$ cat config.mk
export PLATFORM = sky130hd
export DESIGN_NAME = dual_phase_edge_enc
export DESIGN_NICKNAME = d
export VERILOG_FILES = /design/src/rtl/tdc_enc_pkg.sv /design/src/rtl/edge_flags.sv /design/src/rtl/first_edge_tree.sv /design/src/rtl/phase_merge.sv /design/src/rtl/dual_phase_edge_enc.sv
export SDC_FILE = /design/constraint.sdc
export NUM_CORES = 1
export LEC_CHECK = 0
export ABC_CLOCK_PERIOD_IN_PS = 5700
export BUFFER_PORTS_ARGS = -buffer_cell sky130_fd_sc_hd__buf_2
export CAP_MARGIN = 20
export CORE_MARGIN = 3
export CORE_UTILIZATION = 39
export DETAILED_ROUTE_END_ITERATION = 8
export GPL_TIMING_DRIVEN = 0
export PLACE_DENSITY = 0.64
export SLEW_MARGIN = 20
export SYNTH_ARGS = -nofsm -noshare
export SYNTH_HDL_FRONTEND = slang
export SYNTH_SLANG_ARGS = --single-unit
$ cat constraint.sdc
create_clock -name clk_i -period 5.7 [get_ports clk_i]
set_input_delay 0.57 -clock clk_i [delete_from_list [all_inputs] [get_ports clk_i]]
set_output_delay 0.57 -clock clk_i [all_outputs]
set_load 0.02 [all_outputs]
$ cat src/rtl/tdc_enc_pkg.sv
package tdc_enc_pkg;
  parameter int TAPS_DEF = 128;
  localparam int POS_W_DEF = $clog2(TAPS_DEF);
  localparam int EDGE_SPAN = 3;  // taps examined per transition candidate
endpackage

$ cat src/rtl/edge_flags.sv
module edge_flags #(
  parameter int TAPS = tdc_enc_pkg::TAPS_DEF
) (
  input  logic [TAPS-1:0] therm_i,
  output logic [TAPS-1:0] flag_o
);
  localparam int LAST = TAPS - tdc_enc_pkg::EDGE_SPAN;

  // A candidate needs one low tap followed by two high taps, which rejects single-tap bubbles
  for (genvar k = 0; k < TAPS; k++) begin : g_tap
    if (k <= LAST) begin : g_cand
      assign flag_o[k] = ~therm_i[k] & therm_i[k+1] & therm_i[k+2];
    end else begin : g_edge
      assign flag_o[k] = 1'b0;
    end
  end
endmodule

$ cat src/rtl/first_edge_tree.sv
module first_edge_tree #(
  parameter int N     = tdc_enc_pkg::TAPS_DEF,
  parameter int IDX_W = $clog2(N)
) (
  input  logic [N-1:0]     flags_i,
  output logic             found_o,
  output logic [IDX_W-1:0] idx_o
);
  localparam int LVLS = $clog2(N);

  // Halving tree: at each node the lower half wins when it holds any flag
  for (genvar l = 0; l <= LVLS; l++) begin : g_lvl
    localparam int NODES = N >> l;
    logic [NODES-1:0]       v;
    logic [NODES*IDX_W-1:0] ix;
    if (l == 0) begin : g_leaf
      assign v = flags_i;
      for (genvar n = 0; n < NODES; n++) begin : g_n
        assign ix[n*IDX_W +: IDX_W] = IDX_W'(n);
      end
    end else begin : g_node
      for (genvar n = 0; n < NODES; n++) begin : g_n
        logic lo_v;
        assign lo_v = g_lvl[l-1].v[2*n];
        assign v[n] = lo_v | g_lvl[l-1].v[2*n+1];
        assign ix[n*IDX_W +: IDX_W] = lo_v ? g_lvl[l-1].ix[2*n*IDX_W +: IDX_W]
                                           : g_lvl[l-1].ix[(2*n+1)*IDX_W +: IDX_W];
      end
    end
  end

  assign found_o = g_lvl[LVLS].v[0];
  assign idx_o   = g_lvl[LVLS].ix[IDX_W-1:0];

  always_comb begin
    if (found_o) begin
      assert_points_at_flag_R3: assert (flags_i[idx_o])
        else $error("tree index does not point at a set flag");
      assert_none_lower_R3: assert ((flags_i & ((N'(1) << idx_o) - N'(1))) == '0)
        else $error("tree skipped a lower flag");
    end else begin
      assert_empty_when_none_R6: assert (flags_i == '0)
        else $error("tree missed a flag");
    end
  end
endmodule

$ cat src/rtl/phase_merge.sv
module phase_merge #(
  parameter int POS_W = tdc_enc_pkg::POS_W_DEF
) (
  input  logic             clk_i,
  input  logic             rst_ni,
  input  logic             vld_i,
  input  logic [POS_W-1:0] pos_i,
  input  logic             ph_i,
  output logic [POS_W:0]   code_o,
  output logic             hit_o
);
  logic             hold_vld_q;
  logic [POS_W-1:0] hold_pos_q;

  always_ff @(posedge clk_i or negedge rst_ni) begin
    if (!rst_ni) begin
      hold_vld_q <= 1'b0;
      hold_pos_q <= '0;
      code_o     <= '0;
      hit_o      <= 1'b0;
    end else if (!ph_i) begin
      hold_vld_q <= vld_i;
      hold_pos_q <= pos_i;
    end else if (hold_vld_q) begin
      hit_o  <= 1'b1;
      code_o <= {1'b0, hold_pos_q};  // first half wins
    end else if (vld_i) begin
      hit_o  <= 1'b1;
      code_o <= {1'b1, pos_i};
    end else begin
      hit_o  <= 1'b0;
      code_o <= '0;
    end
  end

  assert_dup_suppress_R5: assert property (@(posedge clk_i) disable iff (!rst_ni)
    (ph_i && hold_vld_q) |=> (hit_o && !code_o[POS_W]));

  assert_second_half_R4: assert property (@(posedge clk_i) disable iff (!rst_ni)
    (ph_i && !hold_vld_q && vld_i) |=> (hit_o && code_o[POS_W] && code_o[POS_W-1:0] == $past(pos_i)));

  assert_hold_mid_pair_R7: assert property (@(posedge clk_i) disable iff (!rst_ni)
    !ph_i |=> $stable({hit_o, code_o}));

  assert_no_hit_zero_R6: assert property (@(posedge clk_i) disable iff (!rst_ni)
    !hit_o |-> code_o == '0);
endmodule

$ cat src/rtl/dual_phase_edge_enc.sv
module dual_phase_edge_enc #(
  parameter int TAPS = tdc_enc_pkg::TAPS_DEF
) (
  input  logic                   clk_i,
  input  logic                   rst_ni,
  input  logic [TAPS-1:0]        therm_i,
  input  logic                   phase_i,
  output logic [$clog2(TAPS):0]  code_o,
  output logic                   hit_o
);
  localparam int POS_W = $clog2(TAPS);

  logic [TAPS-1:0]  therm_q, flag_d, flag_q;
  logic             ph1_q, ph2_q, ph3_q;
  logic             found_d, vld3_q;
  logic [POS_W-1:0] idx_d, pos3_q;

  edge_flags #(.TAPS(TAPS)) u_flags (
    .therm_i(therm_q),
    .flag_o (flag_d)
  );

  first_edge_tree #(.N(TAPS), .IDX_W(POS_W)) u_tree (
    .flags_i(flag_q),
    .found_o(found_d),
    .idx_o  (idx_d)
  );

  // Three fast stages: capture, flag, search
  always_ff @(posedge clk_i or negedge rst_ni) begin
    if (!rst_ni) begin
      therm_q <= '0;
      ph1_q   <= 1'b0;
      flag_q  <= '0;
      ph2_q   <= 1'b0;
      vld3_q  <= 1'b0;
      pos3_q  <= '0;
      ph3_q   <= 1'b0;
    end else begin
      therm_q <= therm_i;
      ph1_q   <= phase_i;
      flag_q  <= flag_d;
      ph2_q   <= ph1_q;
      vld3_q  <= found_d;
      pos3_q  <= idx_d;
      ph3_q   <= ph2_q;
    end
  end

  phase_merge #(.POS_W(POS_W)) u_merge (
    .clk_i (clk_i),
    .rst_ni(rst_ni),
    .vld_i (vld3_q),
    .pos_i (pos3_q),
    .ph_i  (ph3_q),
    .code_o(code_o),
    .hit_o (hit_o)
  );

  assert_pos_in_range_R8: assert property (@(posedge clk_i) disable iff (!rst_ni)
    hit_o |-> code_o[POS_W-1:0] <= POS_W'(TAPS - tdc_enc_pkg::EDGE_SPAN));

  assert_search_tracks_flags_R2: assert property (@(posedge clk_i) disable iff (!rst_ni)
    vld3_q |-> $past(flag_q[idx_d]) || $past(flag_q) != '0);
endmodule

# Word-level counts from Yosys, hierarchy flattened
# Cells that the tools add are included.
dict set report classes {
  bitwise_logic 503
  mux 130
}
# cell n
set op_table {}
lappend op_table {{2-to-1 mux 7 bit} 63}
lappend op_table {{AND 1 bit} 252}
lappend op_table {{inverter 1 bit} 126}
lappend op_table {{bitwise OR 1 bit} 125}
lappend op_table {{2-to-1 mux 1 bit} 65}
lappend op_table {{2-to-1 mux 8 bit} 2}
dict set report word_totals {
  elab_cells 644
  output_inout_bits 9
  in_bits 131
  ff_bits 282
}

# Depth between registers and ports, before layout
# Gate-level depths: netlist of the first run.
dict set report logic_depth {
  ltp_word 7
  ltp_mapped 8
  ltp_nobuf 8
}

# Hierarchy
# From an unflattened synthesis of the first run, not the netlist that was laid out.
dict set report unflattened {
  hier_cells 709
  area_unflattened_um2 9987.1
}
# module area_each_um2 cells_per_inst instances seq_area_each_um2
set modules_own_cells {}
lappend modules_own_cells {dual_phase_edge_enc 6681.4 267 1 6681.4}
lappend modules_own_cells {first_edge_tree 1436.4 249 1 0.0}
lappend modules_own_cells {edge_flags 1124.8 129 1 0.0}
lappend modules_own_cells {phase_merge 744.5 64 1 425.4}

# Worst setup path after synthesis of the first run
# OpenSTA, ideal clock, no wires.
dict set report synth_timing {
  path_kind {reg-to-reg}
  startpoint {reg flag_q[17]}
  endpoint {reg vld3_q}
  period_less_slack_ns 2.121
  required_time_ns 5.561
  t_arrival_ns 1.982
  slack_ns 3.579
  path_buffers 0
  setup_ns 0.139
  path_stages_with_launch 7
  cell_sequence {dfrtp_1 > or4_4 > nor2_2 > and4_1 > and2b_2 > nand2_2 > or4_1}
}
dict set report synth_between {
  elab_chain_cells 7
}
# item line_no
set synth_rtl {}
lappend synth_rtl {{start: declaration} dual_phase_edge_enc.sv:13} ;# logic [TAPS-1:0] therm_q, flag_d, flag_q;
lappend synth_rtl {{start signal: assignment} dual_phase_edge_enc.sv:42} ;# flag_q <= flag_d;
lappend synth_rtl {{bitwise OR 1 bit (7 in a row)} first_edge_tree.sv:25} ;# assign v[n] = lo_v | g_lvl[l-1].v[2*n+1];
lappend synth_rtl {{net found_d} dual_phase_edge_enc.sv:15} ;# logic found_d, vld3_q;
lappend synth_rtl {{end signal: assignment} dual_phase_edge_enc.sv:44} ;# vld3_q <= found_d;
lappend synth_rtl {{end: declaration} dual_phase_edge_enc.sv:15}
# The timed path passes the listed nets, and every way through them passes these cells.
# A chain may end at the register's enable or synchronous reset.

# Worst setup path in the final report of the first run
dict set report layout_timing {
  startpoint {reg flag_q[99]}
  endpoint {reg pos3_q[1]}
}
dict set report layout_between {
  elab_chain_cells 7
  elab_cells_between_ends 9
  classes_between {5 x mux; 4 x bitwise}
}
# item line_no
set layout_rtl {}
lappend layout_rtl {{bitwise OR 1 bit * (2 in a row)} first_edge_tree.sv:25}
lappend layout_rtl {{2-to-1 mux 7 bit or bitwise OR 1 bit (tied branches) (2 in a row)} {first_edge_tree.sv:26, first_edge_tree.sv:25}}
lappend layout_rtl {{2-to-1 mux 7 bit * (3 in a row)} first_edge_tree.sv:26} ;# assign ix[n*IDX_W +: IDX_W] = lo_v ? g_lvl[l-1].ix[2*n*IDX_W +: IDX_W]
lappend layout_rtl {{net idx_d[1]} dual_phase_edge_enc.sv:16} ;# logic [POS_W-1:0] idx_d, pos3_q;
lappend layout_rtl {{end signal: assignment} dual_phase_edge_enc.sv:45} ;# pos3_q <= idx_d;
lappend layout_rtl {{end: declaration} dual_phase_edge_enc.sv:16}
# Mark *: on every way through the listed nets, which the timed path passes. The rest lies on a longest branch.

==> results of run 1 <==
## state kept, by name, summed over array words and instances, names as in the netlist
name / flops
flag_q: 126
ph1_q: 1
ph2_q: 1
ph3_q: 1
pos3_q: 7
therm_q: 128
u_merge.code_o: 8
u_merge.hit_o: 1
u_merge.hold_pos_q: 7
u_merge.hold_vld_q: 1
vld3_q: 1
## layout by cell type (no fill, tap or decap), types with 5 or more instances in the layout
cell,netlist,routed
o21bai_1,10,10
buf_2,0,138
or4_1,7,7
nand3_1,5,5
nor4_1,20,20
nor2b_1,5,5
o31ai_1,13,13
clkbuf_16,0,29
clkbuf_1,3,13
dfrtp_1,282,282
nand2_1,138,138
nor3_1,17,17
inv_1,26,26
clkbuf_8,0,6
a21oi_1,40,40
nor2_1,184,184
a22oi_1,6,6
mux2_2,9,9
o21ai_0,10,10
## worst min path at each step
stage                               start  cells after the start               endpoint  slack, ns
after floorplan                    rst_ni                      0    flag_q[0]$_DFF_PN0_       0.27
after global placement    ph1_q$_DFF_PN0_                      0        ph2_q$_DFF_PN0_       0.34
after detailed placement  ph1_q$_DFF_PN0_                      0        ph2_q$_DFF_PN0_       0.34
after CTS                          rst_ni                      1   flag_q[17]$_DFF_PN0_       0.02
after global routing               rst_ni                      1  therm_q[26]$_DFF_PN0_       0.04
final                              rst_ni                      1  therm_q[26]$_DFF_PN0_      0.008
## routing by layer
layer  share of wire (%)  vias to the layer above  track usage, %  wire length (um)
li1                    -                     3087               -                 -
met1                  46                     2878            18.4              8120
met2                  47                      114            22.2              8410
met3                 4.1                       37            2.76               735
met4                 2.7                        6            4.00               476
met5                0.21                        -               0                37
## through the flow
step,area [um^2],power (mW)
2_1_floorplan,9640,2.35
3_3_place_gp,10700,2.49
3_5_place_dp,10800,2.50
4_1_cts,11700,4.28
5_1_grt,11700,4.42
6_report,11700,4.22
## power by group through the flow
stage                     Combinational, mW  Sequential [mW]  Clock, mW
after CTS                             0.292             2.18       1.82
after floorplan                       0.145             2.20          0
after global routing                  0.329             2.19       1.90
final                                 0.285             2.18       1.76
after global placement                0.282             2.21          0
after detailed placement              0.291             2.21          0
## critical path: stages (launching register included)
cell and delay (ns):
dfrtp_1 0.41, nor4_1 0.49, nand4_1 0.35, a211o_1 0.33, o311a_1 0.17, o41ai_1 0.43
a31oi_1 0.18, nor4_2 0.15
## final cells by class
type	count	area [um^2]
buffer	4	15.0
sequential	282	7060
clock buffer	45	846
clock inverter	6	57.6
multi-input combinational	507	2470
timing repair buffer	141	761
tap	319	399
fill	2140	12200
inverter	26	97.6
## logic make-up (layout without fill, tap and decap cells)
group	after synthesis	in the layout
buf+inv	30	222
mux	9	9
flops	282	282
compound gates	104	104
simple gates	394	394
==> results.json, run 1 <==
{
  "grt_util_all_layers_pct": 13.6,
  "grt_pass1_wl_mm": 29.0,
  "grt_pass1_vias": 6144,
  "layout.nets": 1122,
  "switchingPower_uw": 938,
  "h-tree-depth": 1,
  "routabilityCongestion": 0.818,
  "cts_tree": "built",
  "core-area_um2": 23900,
  "synth_mux_area_share_pct": 1.05,
  "fin_cells": 1330,
  "die_x_um": 163,
  "ctsHoldBuffers": 0,
  "fin_ws_ns": 3.09,
  "first_pass_iters": 4,
  "p_leak_nw": 5.65,
  "post_cts_buffers": 0,
  "num_vias": 6122,
  "maxCapViolations": 0,
  "end_kind": "register",
  "tns_ns": 0,
  "grt_max_degree": 105,
  "period_share_pct": 45.8,
  "synth.distinct_cells": 42,
  "cp_max_fo": 4,
  "worst_ir_drop_vdd_mv": 0.239,
  "io_buffers": 139,
  "synth_seq_area_share_pct": 73.2,
  "p_comb_share_pct": 6.8,
  "drc": 0,
  "cts.sinks": 282,
  "r2r_start": "flag_q[99]$_DFF_PN0_",
  "fp-row-count": 56,
  "clock-skew-final_ns": 0.00741,
  "async_reset_ff_share_pct": 100,
  "yosysTopAreaCell": "dfrtp_1",
  "die_area_um2": 26600,
  "clk_pin_slew_ns": 0.06,
  "cts_made_buffers": 29,
  "rr_worst_depth": 7,
  "diodes": 0,
  "io_pins": 140,
  "power_density_nw_per_um2": 361,
  "clock-root-buffer": "clkbuf_16",
  "cp-start-kind": "register",
  "grt_setup_unrepaired": "no",
  "hold_path_class": "primary input to asynchronous set/reset pin",
  "cts_max_path_buffers": 3,
  "setup_violations": 0,
  "worstPathArrival_ns": 3.03,
  "startpoint": "flag_q[99]$_DFF_PN0_",
  "die_h_um": 163,
  "synth_nets": 950,
  "status": "completed",
  "drive_gt1_share_pct": 20.1,
  "pwr-share-seq_pct": 51.6,
  "grt_overflow_total": 0,
  "fmax_mhz": 383,
  "clk_latency_ns": 0.52,
  "worst_hold_slack_ns": 0.00810,
  "fin_util_pct": 49.0,
  "cp.required_ns": 6.12,
  "synthesis.area_um2": 9640,
  "synth_top_family_by_area": "simple AND/OR/NAND/NOR gates",
  "netlist.area_leader.share_pct": 73.2,
  "switching_share_pct": 22.2,
  "synth_simple_gate_area_share_pct": 17.6,
  "r2r_end": "pos3_q[1]$_DFF_PN0_",
  "synthXorXnorAreaFrac_pct": 0,
  "yosysWarnings": 0,
  "drv_slew": 0,
  "p_clk_share_pct": 41.7,
  "antenna_found_initial": 3,
  "antenna_left": 0,
  "fin_crit_ns": 2.61,
  "critical_path_class": "register to register",
  "area_growth_syn_to_layout_pct": 21.4,
  "dp_hpwl_mm": 12.9,
  "ys.flop_type": "dfrtp_1",
  "syn_inst": 819,
  "viasPerCell": 4.60,
  "hold_violations": 0,
  "ys_top_cells_by_area": "dfrtp_1, nor2_1, nand2_1",
  "synth_edf_count": 0,
  "slew-limit-headroom_pct": 59.1,
  "wl_mm": 17.8,
  "synth-seq-cells": 282,
  "ctsResizeCount": 0,
  "dp_slack_ns": 3.06,
  "worst_pin_slew_ns": 0.609,
  "initial_core_util_pct": 40.3,
  "place_inst": 1279,
  "r2r_slack_ns": 3.09,
  "avgSynthCellArea_um2": 11.8,
  "synthAdderAreaFrac_pct": 0,
  "wl_per_cell_um": 13.4,
  "crit_end": "pos3_q[1]$_DFF_PN0_",
  "synth_commonest_cells": "dfrtp_1, nor2_1, nand2_1",
  "drtIter0Drc": 292,
  "synth.most_common_cell": "dfrtp_1",
  "p_int_mw": 3.28,
  "synth-compound-area-share_pct": 6.93
}
Note: power is estimated with default switching activity, not from simulation.
==> run 2, diff against run 1 <==
--- a/config.mk
+++ b/config.mk
@@ -5,14 +5,14 @@
 export SDC_FILE = /design/constraint.sdc
 export NUM_CORES = 1
 export LEC_CHECK = 0
-export ABC_CLOCK_PERIOD_IN_PS = 5700
+export ABC_CLOCK_PERIOD_IN_PS = 2100
 export BUFFER_PORTS_ARGS = -buffer_cell sky130_fd_sc_hd__buf_2
 export CAP_MARGIN = 20
 export CORE_MARGIN = 3
 export CORE_UTILIZATION = 39
 export DETAILED_ROUTE_END_ITERATION = 8
 export GPL_TIMING_DRIVEN = 0
-export PLACE_DENSITY = 0.64
+export PLACE_DENSITY = 0.66
 export SLEW_MARGIN = 20
 export SYNTH_ARGS = -nofsm -noshare
 export SYNTH_HDL_FRONTEND = slang
==> constraint.sdc (replaced) <==
create_clock -name clk_i -period 2.1 [get_ports clk_i]
set_input_delay 0.21 -clock clk_i [delete_from_list [all_inputs] [get_ports clk_i]]
set_output_delay 0.21 -clock clk_i [all_outputs]
set_load 0.02 [all_outputs]
==> run 2 against run 1 <==
Against the previous run: the flow now finishes with violations (setup timing); final cell count grew 11%; die area is the same; worst hold slack better by 0.23 ns; utilization increased by 7.0 points; critical path depth shrank 1; maximum frequency rose by 18%; flip-flop and latch count did not move; sequential power rose to 2.7 times the previous value; power grew to 2.8 times the previous value; critical path type unchanged; largest cell class unchanged.
==> results.json, run 2 (synthesized netlist as in run 1, its figures left out) <==
{
  "fmax_mhz": 450,
  "violations": "setup timing",
  "initial_core_util_pct": 40.3,
  "crit_path_frequent_cell": "or4_4",
  "clock-skew-final_ns": 0.0163,
  "routabilityCongestion": 0.830,
  "cts.sinks": 282,
  "r2r_slack_ns": -0.12,
  "p_int_mw": 9.11,
  "status": "finished with violations",
  "use_met3_pct": 2.97,
  "grt_pass1_wl_mm": 34.3,
  "io_pins": 140,
  "cts_made_buffers": 29,
  "drc": 0,
  "wl_mm": 21.0,
  "cp.required_ns": 2.49,
  "cpPeakStageDelay_ns": 0.58,
  "hold_path_class": "primary input to asynchronous set/reset pin",
  "first_pass_iters": 5,
  "final_common_cell": "dfrtp_1",
  "area_growth_syn_to_layout_pct": 38.9,
  "dp_hpwl_mm": 12.7,
  "startpoint": "flag_q[16]$_DFF_PN0_",
  "pwr-share-seq_pct": 50.0,
  "drtIter0Drc": 513,
  "slew-limit-headroom_pct": 61.5,
  "die_area_um2": 26600,
  "drive_gt1_share_pct": 22.3,
  "fin_ws_ns": -0.121,
  "r2r_end": "vld3_q$_DFF_PN0_",
  "r2r_start": "flag_q[16]$_DFF_PN0_",
  "antenna_left": 0,
  "maxCapViolations": 0,
  "fin_crit_ns": 2.22,
  "critPathBufInv": 0,
  "clock-root-buffer": "clkbuf_16",
  "worst_path_dominant_cell_family": "simple AND/OR/NAND/NOR gates",
  "layout.nets": 1267,
  "fillers": 1941,
  "fin_util_pct": 56.0,
  "cp-start-kind": "register",
  "critical_path_class": "register to register",
  "clk_pin_slew_ns": 0.06,
  "core-area_um2": 23900,
  "power_density_nw_per_um2": 885,
  "clk_latency_ns": 0.53,
  "drv_slew": 0,
  "antenna_found_initial": 1,
  "mostFrequentLayoutCells": "dfrtp_1, nor2_1, buf_2, nand2_1, dlygate4sd3_1",
  "num_vias": 6804,
  "cp_cell_sequence": "or4_4 -> nor2_4 -> and4_4 -> and2b_2 -> nand2_4 -> or4_4",
  "grt_overflow_total": 0,
  "largest_reg_flops": 128,
  "cp_max_fo": 6,
  "grt_util_all_layers_pct": 16.1,
  "grt_max_degree": 107,
  "period_share_pct": 106,
  "met1_usage_pct": 21.3,
  "end_kind": "register",
  "p_clk_share_pct": 40.9,
  "worstPathArrival_ns": 2.61,
  "largestRegisters": "therm_q x128, flag_q x126, u_merge.code_o x8",
  "cts_max_path_buffers": 3,
  "grt.met2_usage_pct": 27.4,
  "grt_pass1_vias": 6941,
  "hold_violations": 0,
  "h-tree-depth": 1,
  "cts_tree": "built",
  "fp-row-count": 56,
  "die_h_um": 163,
  "p_leak_nw": 6.37,
  "viasPerCell": 4.62,
  "io_buffers": 139,
  "switchingPower_mw": 2.73,
  "worst_ir_drop_vdd_mv": 0.943,
  "worst_pin_slew_ns": 0.573,
  "busiest_layer": "met2",
  "rr_worst_depth": 6,
  "p_comb_share_pct": 9.1,
  "cp_slowest_cell": "or4_4",
  "die_x_um": 163,
  "setup_violations": 5,
  "grt_setup_unrepaired": "yes",
  "wl_per_cell_um": 14.3,
  "regMostFlops": "therm_q",
  "dp_slack_ns": -0.566,
  "switching_share_pct": 23.1
}
[run 2: changes by cell type in the layout (fill, tap and decap cells not counted), moves of 4 or more]
cell / change
buf_4: +15
nor4_1: -10
nor4_2: +4
or4_1: -5
dlygate4sd3_1: +130
clkinv_2: +4
nor4_4: +6
or4_4: +5
clkbuf_1: -7
[run 2: power by group through the flow]
stage          registers (mW)  logic (mW)  clock network (mW)
3_3_place_gp             5.99       0.765                   0
6_report                 5.92        1.08                4.85
2_1_floorplan            5.98       0.394                   0
4_1_cts                  5.91        1.04                4.96
3_5_place_dp             6.00       0.787                   0
5_1_grt                  5.95        1.21                5.21
[run 2: area by class of cell]
cell class / instances / area [um^2] / share of cell area (%)
Buffer: 4 / 15.0 / 0.112
Sequential cell: 282 / 7060 / 52.7
Antenna cell: 1 / 2.50 / 0.0187
Tap cell: 319 / 399 / 2.98
Multi-Input combinational cell: 507 / 2730 / 20.4
Clock inverter: 11 / 87.6 / 0.654
Inverter: 26 / 97.6 / 0.729
Timing Repair Buffer: 286 / 2170 / 16.2
Clock buffer: 38 / 820 / 6.12
[run 2: timing repair]
item / 4_1_cts / 5_1_grt
hold buffers: 130 / 0
pin swaps: 10 / 10
buffers inserted: 7 / 8
endpoints found under the setup margin: 6 / 6
endpoints found under the hold margin: 206 / 0
gates cloned: 0 / 0
resized for setup: 31 / 21
[run 2: routing by layer]
| layer | share of wire (%) | wire, um | vias to the layer above |
|---|---|---|---|
| met3 | 4.7 | 979 | 42 |
| li1 | - | - | 3369 |
| met4 | 2.8 | 585 | 0 |
| met1 | 43 | 8990 | 3240 |
| met2 | 50 | 10500 | 153 |
| met5 | 0 | 0 | - |
[run 2: worst max path at each step]
stage,slack (ns),endpoint,cells past startpoint
final,-0.12,vld3_q$_DFF_PN0_,6
after global routing,-0.15,vld3_q$_DFF_PN0_,6
after CTS,-0.09,pos3_q[1]$_DFF_PN0_,7
after detailed placement,-0.57,pos3_q[1]$_DFF_PN0_,7
after global placement,-4.01,therm_q[81]$_DFF_PN0_,1
after floorplan,0.06,vld3_q$_DFF_PN0_,5
[run 2: stage by stage]
step                      total power [mW]  std cells  setup TNS [ns]  cell area (um^2)  hold slack, ns
after detailed placement              6.79       1279           -1.49             10800           0.225
after global placement                6.76       1277        -1125.73             10700           0.319
after floorplan                       6.37        819               0              9640         -0.0856
final                                 11.8       1474          -0.237             13400           0.239
after CTS                             11.9       1465          -0.159             13200           0.247
after global routing                  12.4       1474          -0.464             13400           0.288
==> run 3, diff against run 2 <==
--- a/config.mk
+++ b/config.mk
@@ -5,7 +5,7 @@
 export SDC_FILE = /design/constraint.sdc
 export NUM_CORES = 1
 export LEC_CHECK = 0
-export ABC_CLOCK_PERIOD_IN_PS = 2100
+export ABC_CLOCK_PERIOD_IN_PS = 2000
 export BUFFER_PORTS_ARGS = -buffer_cell sky130_fd_sc_hd__buf_2
 export CAP_MARGIN = 20
 export CORE_MARGIN = 3
@@ -13,6 +13,7 @@
 export DETAILED_ROUTE_END_ITERATION = 8
 export GPL_TIMING_DRIVEN = 0
 export PLACE_DENSITY = 0.66
+export SKIP_CTS_REPAIR_TIMING = 1
 export SLEW_MARGIN = 20
 export SYNTH_ARGS = -nofsm -noshare
 export SYNTH_HDL_FRONTEND = slang
==> constraint.sdc (replaced) <==
create_clock -name clk_i -period 2 [get_ports clk_i]
set_input_delay 0.2 -clock clk_i [delete_from_list [all_inputs] [get_ports clk_i]]
set_output_delay 0.2 -clock clk_i [all_outputs]
set_load 0.02 [all_outputs]
==> run 3 against run 2 <==
Against the previous run: the flow still finishes with violations (setup timing); cell area shrank 0.55%; final cell count down 0.47%; critical endpoint unchanged; clock power rose by 3%; largest power group unchanged; die area stayed put; count of clock-buffer cells in the layout grew 7.
==> results.json, run 3 (synthesized netlist as in run 1, its figures left out) <==
{
  "p_leak_nw": 6.32,
  "grt_overflow_total": 0,
  "worst_ir_drop_vdd_mv": 0.741,
  "use_met3_pct": 2.56,
  "die_area_um2": 26600,
  "cp_cell_sequence": "or4_4 -> nor2_4 -> and4_4 -> nand2_2 -> or4_1",
  "met1_usage_pct": 18.4,
  "antenna_left": 0,
  "worst_pin_slew_ns": 0.570,
  "first_pass_iters": 4,
  "end_kind": "register",
  "worstPathArrival_ns": 2.58,
  "wl_mm": 20.8,
  "worst_hold_slack_ns": 0.238,
  "maxCapViolations": 0,
  "viasPerCell": 4.66,
  "clock-root-buffer": "clkbuf_16",
  "clk_latency_ns": 0.52,
  "violations": "setup timing",
  "cts_max_path_buffers": 3,
  "critical_path_class": "register to register",
  "drtIter0Drc": 365,
  "fp-row-count": 56,
  "power_density_nw_per_um2": 927,
  "fin_crit_ns": 2.19,
  "die_x_um": 163,
  "cts_tree": "built",
  "tns_ns": -0.592,
  "grt_pass1_vias": 6123,
  "die_h_um": 163,
  "grt.met2_usage_pct": 22.4,
  "layout.nets": 1260,
  "r2r_end": "vld3_q$_DFF_PN0_",
  "largestRegisters": "therm_q x128, flag_q x126, u_merge.code_o x8",
  "mostFrequentLayoutCells": "dfrtp_1, nor2_1, buf_2, nand2_1, dlygate4sd3_1",
  "r2r_slack_ns": -0.19,
  "busiest_layer": "met2",
  "drv_slew": 0,
  "fin_ws_ns": -0.193,
  "slew-limit-headroom_pct": 62.0,
  "io_pins": 140,
  "grt_util_all_layers_pct": 13.5,
  "cpPeakStageDelay_ns": 0.57,
  "area_growth_syn_to_layout_pct": 38.1,
  "setup_violations": 6,
  "status": "finished with violations",
  "cts.sinks": 282,
  "worst_path_dominant_cell_family": "simple AND/OR/NAND/NOR gates",
  "drive_gt1_share_pct": 21.1,
  "largest_reg_flops": 128,
  "dp_hpwl_mm": 12.9,
  "h-tree-depth": 1,
  "cp.required_ns": 2.39,
  "critPathBufInv": 0,
  "core-area_um2": 23900,
  "initial_core_util_pct": 40.3,
  "clock-skew-final_ns": 0.00818,
  "final_common_cell": "dfrtp_1",
  "cp_slowest_cell": "or4_4",
  "fmax_mhz": 456,
  "hold_violations": 0,
  "grt_setup_unrepaired": "yes",
  "num_vias": 6832,
  "routabilityCongestion": 0.839,
  "cp-start-kind": "register",
  "rr_worst_depth": 5,
  "regMostFlops": "therm_q",
  "cts_made_buffers": 29,
  "wl_per_cell_um": 14.2,
  "clk_pin_slew_ns": 0.06,
  "io_buffers": 139,
  "period_share_pct": 110,
  "hold_path_class": "primary input to asynchronous set/reset pin",
  "grt_pass1_wl_mm": 29.1,
  "cp_max_fo": 4,
  "grt_max_degree": 106,
  "r2r_start": "flag_q[85]$_DFF_PN0_",
  "drc": 0,
  "antenna_found_initial": 1
}
run 3: changes by cell type in the layout (fill, tap and decap cells not counted), sizes merged:
cell,delta
inv,-1
clkinv,-5
clkbuf,+7
bufinv,-1
buf,-7
run 3: cell type report:
| cell class | count | area [um^2] |
|---|---|---|
| Timing Repair Buffer | 279 | 2130 |
| Inverter | 26 | 100 |
| Tap cell | 319 | 399 |
| Multi-Input combinational cell | 507 | 2710 |
| Clock buffer | 45 | 876 |
| Fill cell | 1960 | 10600 |
| Sequential cell | 282 | 7060 |
| Antenna cell | 1 | 2.50 |
| Buffer | 4 | 15.0 |
| Clock inverter | 4 | 27.5 |
run 3: worst max-delay path by stage:
stage                     startpoint                    to  slack [ns]  cells after the start
6_report        flag_q[85]$_DFF_PN0_      vld3_q$_DFF_PN0_       -0.19                      5
5_1_grt         flag_q[98]$_DFF_PN0_   pos3_q[1]$_DFF_PN0_       -0.34                      7
4_1_cts        flag_q[109]$_DFF_PN0_   pos3_q[1]$_DFF_PN0_       -0.63                      7
3_5_place_dp   flag_q[109]$_DFF_PN0_   pos3_q[1]$_DFF_PN0_       -0.62                      7
3_3_place_gp                  rst_ni  flag_q[83]$_DFF_PN0_       -4.09                      1
2_1_floorplan   flag_q[22]$_DFF_PN0_      vld3_q$_DFF_PN0_     -0.0004                      6
run 3: per-layer routing:
layer	vias to the layer above	wire, um
met4	0	392
met2	123	10800
met1	3320	8800
met5	-	0
li1	3360	-
met3	29	790
run 3: stage by stage:
step	instance area (um^2)	utilization [%]	cells	setup slack, ns	total power, mW
3_5_place_dp	10800	45.2	1279	-0.622	7.13
4_1_cts	11700	49.0	1328	-0.630	12.2
5_1_grt	13300	55.7	1467	-0.335	12.9
2_1_floorplan	9650	-	819	-0.000421	6.69
6_report	13300	55.7	1467	-0.193	12.3
3_3_place_gp	10700	45.0	1277	-4.09	7.10
run 3: worst reg2reg max path, cell delays in order, from the launching register on:
cell and delay [ns]:
dfrtp_1 0.41, or4_4 0.57, nor2_4 0.16, and4_4 0.27
nand2_2 0.12, or4_1 0.54
run 3: where the power goes:
group | internal [mW] | switching [mW]
Sequential | 6.00 | 0.220
Combinational | 0.576 | 0.535
Clock | 2.98 | 2.03
Total | 9.55 | 2.79
